## src/rtl/amr_pkg.sv

```systemverilog
package amr_pkg;
   localparam int PA_W     = 40;
   localparam int NODE_W   = 3;
   localparam int LINK_W   = 2;
   localparam int CFG_AW   = 6;
   localparam int CFG_DW   = 32;
   localparam int DRAM_LSB = 24;
   localparam int MMIO_LSB = 16;
   localparam int PIO_LSB  = 12;
   localparam int PIO_MSB  = 24;
   localparam int DRAM_SW  = PA_W - DRAM_LSB;
   localparam int MMIO_SW  = PA_W - MMIO_LSB;
   localparam int PIO_SW   = PIO_MSB - PIO_LSB + 1;

   typedef enum logic [1:0] {
      SP_DRAM = 2'd0,
      SP_MMIO = 2'd1,
      SP_PIO  = 2'd2,
      SP_NONE = 2'd3
   } space_e;

   typedef struct packed {
      logic              np;
      logic [LINK_W-1:0] link;
      logic [NODE_W-1:0] node;
   } route_t;

   // interleave-enable code to the mask of participating bits of A[14:12]
   function automatic logic [2:0] ilv_mask(input logic [2:0] code);
      case (code)
         3'b001:  return 3'b001;
         3'b011:  return 3'b101;
         3'b111:  return 3'b111;
         default: return 3'b000;
      endcase
   endfunction
endpackage

```

## src/rtl/amr_pick.sv

```systemverilog
module amr_pick #(
   parameter int N = 8,
   parameter int W = 6
) (
   input  logic [N-1:0]        hit_vec,
   input  logic [N-1:0][W-1:0] pay_vec,
   output logic                any_hit,
   output logic [W-1:0]        pay_out
);
   // lowest index wins: scan downward so the last assignment is the lowest hit
   always_comb begin
      any_hit = 1'b0;
      pay_out = '0;
      for (int k = N - 1; k >= 0; k--) begin
         if (hit_vec[k]) begin
            any_hit = 1'b1;
            pay_out = pay_vec[k];
         end
      end
   end
endmodule

```

## src/rtl/amr_dram_bank.sv

```systemverilog
module amr_dram_bank
   import amr_pkg::*;
#(
   parameter int N = 8
) (
   input  logic              clk,
   input  logic              rst_n,
   input  logic              cfg_wr,
   input  logic [2:0]        cfg_idx,
   input  logic              cfg_word,
   input  logic [CFG_DW-1:0] cfg_data,
   input  logic              lk_en,
   input  logic              lk_write,
   input  logic [PA_W-1:0]   lk_addr,
   output logic              bank_hit,
   output route_t            bank_rt
);
   localparam int RT_W = $bits(route_t);

   logic [DRAM_SW-1:0]        seg;
   logic [2:0]                ilv_bits;
   logic [N-1:0]              hit_vec;
   logic [N-1:0][RT_W-1:0]    pay_vec;
   logic [RT_W-1:0]           pick_pay;

   assign seg      = lk_addr[PA_W-1:DRAM_LSB];
   assign ilv_bits = lk_addr[14:12];

   for (genvar r = 0; r < N; r++) begin : g_rng
      logic               rd_ok, wr_ok;
      logic [2:0]         ien, isel, msk;
      logic [DRAM_SW-1:0] lo, hi;
      logic [NODE_W-1:0]  nd;
      logic               acc_ok, span_ok, ilv_ok;

      always_ff @(posedge clk or negedge rst_n) begin
         if (!rst_n) begin
            rd_ok <= 1'b0;
            wr_ok <= 1'b0;
            ien   <= '0;
            isel  <= '0;
            lo    <= '0;
            hi    <= '0;
            nd    <= '0;
         end else if (cfg_wr && cfg_idx == 3'(r)) begin
            if (!cfg_word) begin
               rd_ok <= cfg_data[0];
               wr_ok <= cfg_data[1];
               ien   <= cfg_data[4:2];
               isel  <= cfg_data[7:5];
               lo    <= cfg_data[31:16];
            end else begin
               nd    <= cfg_data[NODE_W-1:0];
               hi    <= cfg_data[31:16];
            end
         end
      end

      assign msk     = ilv_mask(ien);
      assign acc_ok  = lk_write ? wr_ok : rd_ok;
      assign span_ok = (seg >= lo) && (seg <= hi);
      assign ilv_ok  = (ilv_bits & msk) == (isel & msk);
      assign hit_vec[r] = lk_en && acc_ok && span_ok && ilv_ok;
      assign pay_vec[r] = route_t'{np: 1'b0, link: '0, node: nd};
   end

   amr_pick #(.N(N), .W(RT_W)) i_pick (
      .hit_vec (hit_vec),
      .pay_vec (pay_vec),
      .any_hit (bank_hit),
      .pay_out (pick_pay)
   );
   assign bank_rt = route_t'(pick_pay);
endmodule

```

## src/rtl/amr_mmio_bank.sv

```systemverilog
module amr_mmio_bank
   import amr_pkg::*;
#(
   parameter int N = 8
) (
   input  logic              clk,
   input  logic              rst_n,
   input  logic              cfg_wr,
   input  logic [2:0]        cfg_idx,
   input  logic              cfg_word,
   input  logic [CFG_DW-1:0] cfg_data,
   input  logic              lk_en,
   input  logic              lk_write,
   input  logic [PA_W-1:0]   lk_addr,
   output logic              bank_hit,
   output route_t            bank_rt
);
   localparam int RT_W = $bits(route_t);

   logic [MMIO_SW-1:0]     seg;
   logic [N-1:0]           hit_vec;
   logic [N-1:0][RT_W-1:0] pay_vec;
   logic [RT_W-1:0]        pick_pay;

   assign seg = lk_addr[PA_W-1:MMIO_LSB];

   for (genvar r = 0; r < N; r++) begin : g_rng
      logic               rd_ok, wr_ok, np_bit;
      logic [MMIO_SW-1:0] lo, hi;
      logic [NODE_W-1:0]  nd;
      logic [LINK_W-1:0]  lk;
      logic               acc_ok;

      always_ff @(posedge clk or negedge rst_n) begin
         if (!rst_n) begin
            rd_ok  <= 1'b0;
            wr_ok  <= 1'b0;
            np_bit <= 1'b0;
            lo     <= '0;
            hi     <= '0;
            nd     <= '0;
            lk     <= '0;
         end else if (cfg_wr && cfg_idx == 3'(r)) begin
            if (!cfg_word) begin
               rd_ok  <= cfg_data[0];
               wr_ok  <= cfg_data[1];
               lo     <= cfg_data[31:8];
            end else begin
               nd     <= cfg_data[NODE_W-1:0];
               lk     <= cfg_data[5:4];
               np_bit <= cfg_data[6];
               hi     <= cfg_data[31:8];
            end
         end
      end

      assign acc_ok     = lk_write ? wr_ok : rd_ok;
      assign hit_vec[r] = lk_en && acc_ok && (seg >= lo) && (seg <= hi);
      assign pay_vec[r] = route_t'{np: np_bit && lk_write, link: lk, node: nd};
   end

   amr_pick #(.N(N), .W(RT_W)) i_pick (
      .hit_vec (hit_vec),
      .pay_vec (pay_vec),
      .any_hit (bank_hit),
      .pay_out (pick_pay)
   );
   assign bank_rt = route_t'(pick_pay);
endmodule

```

## src/rtl/amr_pio_bank.sv

```systemverilog
module amr_pio_bank
   import amr_pkg::*;
#(
   parameter int N = 4
) (
   input  logic              clk,
   input  logic              rst_n,
   input  logic              cfg_wr,
   input  logic [2:0]        cfg_idx,
   input  logic              cfg_word,
   input  logic [CFG_DW-1:0] cfg_data,
   input  logic              lk_en,
   input  logic              lk_write,
   input  logic [PA_W-1:0]   lk_addr,
   output logic              bank_hit,
   output route_t            bank_rt
);
   localparam int RT_W = $bits(route_t);

   logic [PIO_SW-1:0]      seg;
   logic                   low64k;
   logic [9:0]             lo10;
   logic                   vga_win, isa_alias;
   logic [N-1:0]           hit_vec;
   logic [N-1:0][RT_W-1:0] pay_vec;
   logic [RT_W-1:0]        pick_pay;

   assign seg       = lk_addr[PIO_MSB:PIO_LSB];
   assign low64k    = (lk_addr[PA_W-1:16] == '0);
   assign lo10      = lk_addr[9:0];
   assign vga_win   = low64k && (((lo10 >= 10'h3B0) && (lo10 <= 10'h3BB)) ||
                                 ((lo10 >= 10'h3C0) && (lo10 <= 10'h3DF)));
   assign isa_alias = low64k && (lo10[9:8] != 2'b00);

   for (genvar r = 0; r < N; r++) begin : g_rng
      logic              rd_ok, wr_ok, vga_en, isa_en;
      logic [PIO_SW-1:0] lo, hi;
      logic [NODE_W-1:0] nd;
      logic [LINK_W-1:0] lk;
      logic              acc_ok, span_ok, blocked;

      always_ff @(posedge clk or negedge rst_n) begin
         if (!rst_n) begin
            rd_ok  <= 1'b0;
            wr_ok  <= 1'b0;
            vga_en <= 1'b0;
            isa_en <= 1'b0;
            lo     <= '0;
            hi     <= '0;
            nd     <= '0;
            lk     <= '0;
         end else if (cfg_wr && cfg_idx == 3'(r)) begin
            if (!cfg_word) begin
               rd_ok  <= cfg_data[0];
               wr_ok  <= cfg_data[1];
               vga_en <= cfg_data[4];
               isa_en <= cfg_data[5];
               lo     <= cfg_data[PIO_MSB:PIO_LSB];
            end else begin
               nd     <= cfg_data[NODE_W-1:0];
               lk     <= cfg_data[5:4];
               hi     <= cfg_data[PIO_MSB:PIO_LSB];
            end
         end
      end

      assign acc_ok  = lk_write ? wr_ok : rd_ok;
      assign span_ok = (seg >= lo) && (seg <= hi);
      assign blocked = isa_en && isa_alias;
      assign hit_vec[r] = lk_en && acc_ok &&
                          ((vga_en && vga_win) || (span_ok && !blocked));
      assign pay_vec[r] = route_t'{np: 1'b0, link: lk, node: nd};
   end

   amr_pick #(.N(N), .W(RT_W)) i_pick (
      .hit_vec (hit_vec),
      .pay_vec (pay_vec),
      .any_hit (bank_hit),
      .pay_out (pick_pay)
   );
   assign bank_rt = route_t'(pick_pay);
endmodule

```

## src/rtl/sys_addr_router.sv

```systemverilog
module sys_addr_router
   import amr_pkg::*;
#(
   parameter int N_DRAM  = 8,
   parameter int N_MMIO  = 4,
   parameter int N_PIO   = 4,
   parameter bit OUT_REG = 1'b1
) (
   input  logic        clk,
   input  logic        rst_n,
   input  logic        cfg_we,
   input  logic [5:0]  cfg_addr,
   input  logic [31:0] cfg_wdata,
   input  logic        req_valid,
   input  logic        req_io,
   input  logic        req_write,
   input  logic [39:0] req_addr,
   output logic        rsp_valid,
   output logic        rsp_hit,
   output logic        rsp_miss,
   output logic [2:0]  rsp_node,
   output logic [1:0]  rsp_link,
   output logic        rsp_nonposted
);
   // elaboration-time parameter checks: range index is 3 bits wide
   if (N_DRAM < 1 || N_DRAM > 8) begin : g_bad_dram
      $error("N_DRAM must be 1..8");
   end
   if (N_MMIO < 1 || N_MMIO > 8) begin : g_bad_mmio
      $error("N_MMIO must be 1..8");
   end
   if (N_PIO < 1 || N_PIO > 8) begin : g_bad_pio
      $error("N_PIO must be 1..8");
   end

   space_e     cfg_space;
   logic [2:0] cfg_idx;
   logic       cfg_word;
   logic       mem_lk, io_lk;
   logic       dram_hit, mmio_hit, pio_hit, sel_hit;
   route_t     dram_rt, mmio_rt, pio_rt, sel_rt;

   assign cfg_space = space_e'(cfg_addr[5:4]);
   assign cfg_idx   = cfg_addr[3:1];
   assign cfg_word  = cfg_addr[0];
   assign mem_lk    = req_valid && !req_io;
   assign io_lk     = req_valid && req_io;

   amr_dram_bank #(.N(N_DRAM)) i_dram (
      .clk(clk), .rst_n(rst_n),
      .cfg_wr(cfg_we && cfg_space == SP_DRAM), .cfg_idx(cfg_idx),
      .cfg_word(cfg_word), .cfg_data(cfg_wdata),
      .lk_en(mem_lk), .lk_write(req_write), .lk_addr(req_addr),
      .bank_hit(dram_hit), .bank_rt(dram_rt)
   );

   amr_mmio_bank #(.N(N_MMIO)) i_mmio (
      .clk(clk), .rst_n(rst_n),
      .cfg_wr(cfg_we && cfg_space == SP_MMIO), .cfg_idx(cfg_idx),
      .cfg_word(cfg_word), .cfg_data(cfg_wdata),
      .lk_en(mem_lk), .lk_write(req_write), .lk_addr(req_addr),
      .bank_hit(mmio_hit), .bank_rt(mmio_rt)
   );

   amr_pio_bank #(.N(N_PIO)) i_pio (
      .clk(clk), .rst_n(rst_n),
      .cfg_wr(cfg_we && cfg_space == SP_PIO), .cfg_idx(cfg_idx),
      .cfg_word(cfg_word), .cfg_data(cfg_wdata),
      .lk_en(io_lk), .lk_write(req_write), .lk_addr(req_addr),
      .bank_hit(pio_hit), .bank_rt(pio_rt)
   );

   // bank merge: I/O space alone for I/O, windows ahead of memory ranges
   always_comb begin
      sel_hit = 1'b0;
      sel_rt  = '0;
      if (io_lk) begin
         sel_hit = pio_hit;
         sel_rt  = pio_rt;
      end else if (mmio_hit) begin
         sel_hit = 1'b1;
         sel_rt  = mmio_rt;
      end else if (dram_hit) begin
         sel_hit = 1'b1;
         sel_rt  = dram_rt;
      end
   end

   logic   out_valid, out_hit, out_miss;
   route_t out_rt;

   if (OUT_REG) begin : g_reg
      always_ff @(posedge clk or negedge rst_n) begin
         if (!rst_n) begin
            out_valid <= 1'b0;
            out_hit   <= 1'b0;
            out_miss  <= 1'b0;
            out_rt    <= '0;
         end else begin
            out_valid <= req_valid;
            out_hit   <= sel_hit;
            out_miss  <= req_valid && !sel_hit;
            out_rt    <= sel_rt;
         end
      end


      rsp_follows_req_chk: assert property (@(posedge clk) disable iff (!rst_n)
         req_valid |=> rsp_valid);

      rsp_idle_quiet_chk: assert property (@(posedge clk) disable iff (!rst_n)
         !req_valid |=> (!rsp_valid && !rsp_hit && !rsp_miss));

      np_only_mem_write_chk: assert property (@(posedge clk) disable iff (!rst_n)
         rsp_nonposted |-> (rsp_hit && $past(req_write) && !$past(req_io)));
   end else begin : g_comb
      assign out_valid = req_valid;
      assign out_hit   = sel_hit;
      assign out_miss  = req_valid && !sel_hit;
      assign out_rt    = sel_rt;
   end

   assign rsp_valid     = out_valid;
   assign rsp_hit       = out_hit;
   assign rsp_miss      = out_miss;
   assign rsp_node      = out_rt.node;
   assign rsp_link      = out_rt.link;
   assign rsp_nonposted = out_rt.np;


   hit_miss_exclusive_chk: assert property (@(posedge clk) disable iff (!rst_n)
      rsp_valid |-> (rsp_hit != rsp_miss));

   miss_no_route_chk: assert property (@(posedge clk) disable iff (!rst_n)
      rsp_miss |-> (rsp_node == '0 && rsp_link == '0 && !rsp_nonposted));
endmodule

```

## config.mk

```make
export PLATFORM = sky130hd
export DESIGN_NAME = sys_addr_router
export DESIGN_NICKNAME = d
export VERILOG_FILES = /design/src/rtl/amr_pkg.sv /design/src/rtl/amr_pick.sv /design/src/rtl/amr_dram_bank.sv /design/src/rtl/amr_mmio_bank.sv /design/src/rtl/amr_pio_bank.sv /design/src/rtl/sys_addr_router.sv
export SDC_FILE = /design/constraint.sdc
export NUM_CORES = 2
export LEC_CHECK = 0
export BUFFER_PORTS_ARGS = -buffer_cell sky130_fd_sc_hd__buf_2
export CAP_MARGIN = 15
export CORE_MARGIN = 10
export CORE_UTILIZATION = 25
export CTS_CLUSTER_SIZE = 10
export DETAILED_ROUTE_END_ITERATION = 16
export SETUP_SLACK_MARGIN = 0.02
export SLEW_MARGIN = 30
export SYNTH_ARGS = -nofsm -noshare
export SYNTH_HDL_FRONTEND = slang
export SYNTH_HIERARCHICAL = 1
export SYNTH_SLANG_ARGS = --single-unit
```

## constraint.sdc

```tcl
create_clock -name clk -period 5.8 [get_ports clk]
set_clock_uncertainty 0.2 [all_clocks]
set_input_delay 0.87 -clock clk [delete_from_list [all_inputs] [get_ports clk]]
set_output_delay 0.87 -clock clk [all_outputs]
set_load 0.1 [all_outputs]
```

==> flow_summary.json <==
{
  "outcome": "complete, but fails checks",
  "violations": "negative hold slack",
  "slew-limit-headroom_pct": 31.14,
  "start_util_pct": 25.19,
  "crit_start": "req_addr[24]",
  "hold_class": "in -> async",
  "p_leak_nw": 23.04,
  "cts-root-buf": "clkbuf_16",
  "cts_tree": "built",
  "p_int_mw": 10.04,
  "clock_latency_ps": 710,
  "reg2reg_depth": 14,
  "grt_pass1_vias": 31050,
  "drc_errors": 0,
  "rsz0062_at_grt": "no",
  "crit_fanout": 10,
  "drv_cap": 0,
  "fp.dieW_um": 428.2,
  "worst_hold_slack_ps": -13.26,
  "crit_arrival_ps": 4870,
  "path_cells": "buf_2 > inv_1 > buf_4 > ha_1 > nand2b_1 > a2111oi_0 > nor4_1 > o31ai_1 > a211oi_1 > buf_4 > nor2b_4 > a221o_1 > a31oi_1 > o21ai_1 > buf_4 > nand3b_1 > a2bb2oi_1",
  "cp-start-kind": "input port",
  "antenna_found_initial": 20,
  "grt_overflow_total": 0,
  "h-tree-depth": 3,
  "cts_buffers": 85,
  "cts_resized": 0,
  "syn_area_per_cell_um2": 10.14,
  "synthesis.area_um2": 41650,
  "nets": 4895,
  "track_usage_pct": 13.17,
  "die_h_um": 428.2,
  "synth-seq-cells": 717,
  "synth_ff_type": "dfrtp_1",
  "swShare_pct": 30.42,
  "cts.sink_count": 717,
  "critical_path_class": "in -> reg",
  "r2r-start": "i_dram/g_rng[4].lo[13]$_DFFE_PN0P_",
  "num_rows": 149,
  "yosysSeqAreaShare_pct": 43.07,
  "ios": 93,
  "syn2layout_area_growth_pct": 14.45,
  "pwr-share-comb_pct": 22.7,
  "vias": 30730,
  "hpwl_um": 79050,
  "setup_tns_ps": 0,
  "drtAntennaViolNets": 0,
  "worst_path_most_repeated_cell": "buf_4",
  "p_seq_share_pct": 42.3,
  "clock_power_share_pct": 35.0,
  "syn_inst": 4106,
  "core_area_um2": 165400,
  "slew_viol_final": 0,
  "slowest_delay_ps": 640,
  "drive_gt1_share_pct": 16.75,
  "gp_congestion": 0.7852,
  "slowest_stage": "o31ai_1",
  "finalCriticalPeriod_ps": 4456,
  "peakVddDrop_v": 0.0002238,
  "postSynth.asyncResetShare_pct": 100.0,
  "postCtsSetupRepairBufs": 0,
  "fin_util_pct": 28.83,
  "grt_pass1_wl_um": 189100,
  "yosysWarnings": 6,
  "powerDensity_nw_per_um2": 302.7,
  "dr.pass1.iters": 5,
  "first_iter_violations": 1958,
  "yosysUniqueCellTypes": 80,
  "synth_edf_count": 0,
  "vias_per_cell": 4.741,
  "switchingPower_mw": 4.390,
  "cp-end-kind": "flip-flop",
  "cp_data_required_time_ps": 6210,
  "fmax_ghz": 0.2244,
  "finalCritPeriodShare_pct": 76.82,
  "dieArea_um2": 183300,
  "grt_max_degree": 117,
  "final_hold_viol_count": 6,
  "setup_viol": 0,
  "routedWlPerCell_um": 18.95,
  "worst_pin_slew_ps": 1033,
  "port_buffers": 88,
  "cts_hold_buf": 0,
  "cts_buffer_depth": 3,
  "path_clk_slew_ps": 60,
  "drt_wl_total_um": 122800
}
[power groups by stage]
stage | registers (mW) | clock network [mW] | logic, mW
CTS | 6.11 | 5.17 | 3.29
floorplan | 6.14 | 0 | 2.21
finish | 6.10 | 5.05 | 3.28
global placement | 6.17 | 0 | 3.14
detailed placement | 6.19 | 0 | 3.26
global route | 6.19 | 5.36 | 3.77
[routing by layer]
layer / track usage [%] / wire, µm / vias to the layer above
met5: 0 / 52 / -
met2: 21.59 / 55930 / 686
met4: 3.422 / 3139 / 8
met1: 17.89 / 57130 / 15250
met3: 2.185 / 6597 / 216
li1: - / - / 14570
[registers in the layout, summed over array words and instances, names as in the netlist, 52 cells and up]
signal,flops
i_dram/g_rng.hi,128
i_dram/g_rng.lo,128
i_mmio/g_rng.hi,96
i_mmio/g_rng.lo,96
i_pio/g_rng.hi,52
i_pio/g_rng.lo,52
[final cells by class]
type	count	area, µm²
Sequential cell	717	17940
Inverter	546	2049
Timing Repair Buffer	180	1214
Clock buffer	104	2278
Antenna cell	5	12.51
Clock inverter	11	210.2
Tap cell	2189	2739
Multi-Input combinational cell	2729	21230
Fill cell	17070	117700
[critical path, delay by kind of cell]
kind                     cells  cell delay (ps)
buffers and inverters        5             1230
AND/OR/NAND/NOR              4              470
adder cells (fa/ha/maj)      1              260
AO/OA/AOI/OAI                7             2010
[Yosys cell counts (9+ instances only)]
| cell type | count | area share, % |
|---|---|---|
| nand2b_1 | 16 | 0.24 |
| nand2_1 | 467 | 4.2 |
| o22ai_1 | 14 | 0.21 |
| o21ai_0 | 398 | 4.8 |
| inv_1 | 545 | 4.9 |
| o211a_1 | 9 | 0.22 |
| buf_2 | 32 | 0.38 |
| o211ai_1 | 18 | 0.32 |
| a31oi_1 | 17 | 0.26 |
| nor2_1 | 58 | 0.52 |
| nor2b_1 | 28 | 0.42 |
| mux2_4 | 50 | 1.8 |
| a211oi_1 | 20 | 0.36 |
| nand3b_1 | 13 | 0.23 |
| a22oi_1 | 19 | 0.34 |
| a21oi_1 | 199 | 2.4 |
| dfrtp_1 | 717 | 43 |
| nor4_1 | 15 | 0.23 |
| a21o_1 | 66 | 1.2 |
| buf_6 | 12 | 0.32 |
| a2111oi_0 | 13 | 0.27 |
| mux2_2 | 330 | 8.9 |
| clkbuf_1 | 90 | 0.81 |
| xor2_1 | 24 | 0.50 |
| nand3_1 | 71 | 0.85 |
| o31ai_1 | 10 | 0.18 |
| a221o_1 | 14 | 0.34 |
| nand4_1 | 99 | 1.5 |
| or3_1 | 15 | 0.23 |
| nor3_1 | 23 | 0.28 |
| a2bb2oi_1 | 13 | 0.27 |
| a211o_1 | 25 | 0.53 |
| ha_1 | 552 | 17 |
[per-stage QoR]
step / setup slack, ps / cell area [µm²] / total power [mW] / std cells / hold slack [ps]
after detailed placement: 739.7 / 45160 / 9.454 / 6361 / 287.8
final: 1344 / 47670 / 14.43 / 6481 / -13.26
after global placement: 708.0 / 45130 / 9.308 / 6360 / 280.9
after global routing: 1181 / 47660 / 15.33 / 6477 / 58.65
after floorplan: 2145 / 41750 / 8.351 / 4132 / 272.1
after CTS: 1464 / 47650 / 14.57 / 6476 / 33.99
[kinds of logic after synthesis]
kind of cell	count (synthesis)	share of synthesized area, %
buffers and inverters	686	6.539
XOR/XNOR	24	0.5046
AND/OR/NAND/NOR	863	9.973
multiplexers	382	10.77
adder cells (fa/ha/maj)	552	16.58
AO/OA/AOI/OAI	880	12.54
other	2	0.01803
flip-flops	717	43.07
[placed cells by master (no fill, tap or decap), drive strengths merged, types with 4 or more instances in the layout]
| cell | instances |
|---|---|
| dfrtp | 717 |
| ha | 552 |
| inv | 551 |
| nand2 | 469 |
| o21ai | 405 |
| mux2 | 380 |
| a21oi | 199 |
| buf | 180 |
| clkbuf | 104 |
| nand4 | 99 |
| nand3 | 73 |
| a21o | 67 |
| nor2 | 60 |
| nor2b | 32 |
| conb | 28 |
| nor3 | 28 |
| a211o | 25 |
| xor2 | 24 |
| nor4 | 22 |
| a211oi | 21 |
| a22oi | 19 |
| nand2b | 19 |
| o211ai | 18 |
| a31oi | 17 |
| or3 | 15 |
| a221o | 14 |
| o22ai | 14 |
| nand3b | 13 |
| a2bb2oi | 13 |
| a2111oi | 13 |
| o31ai | 10 |
| o211a | 9 |
| and4 | 9 |
| a221oi | 8 |
| a311oi | 7 |
| and2 | 6 |
| diode | 5 |
| o21a | 4 |
| or2b | 4 |
[final timing paths]
kind	end	slack [ps]
worst max-delay path	rsp_node[1]$_DFF_PN0_	1340
worst min-delay path	i_pio/g_rng[1].lo[2]$_DFFE_PN0P_	-10
worst max register to register	rsp_node[1]$_DFF_PN0_	1780
worst min register to register	i_pio/g_rng[1].lk[1]$_DFFE_PN0P_	300
max in group asynchronous	i_dram/g_rng[1].nd[2]$_DFFE_PN0P_	4040
min in group clk	rsp_valid$_DFF_PN0_	220
(Power assumes the default switching activity.)
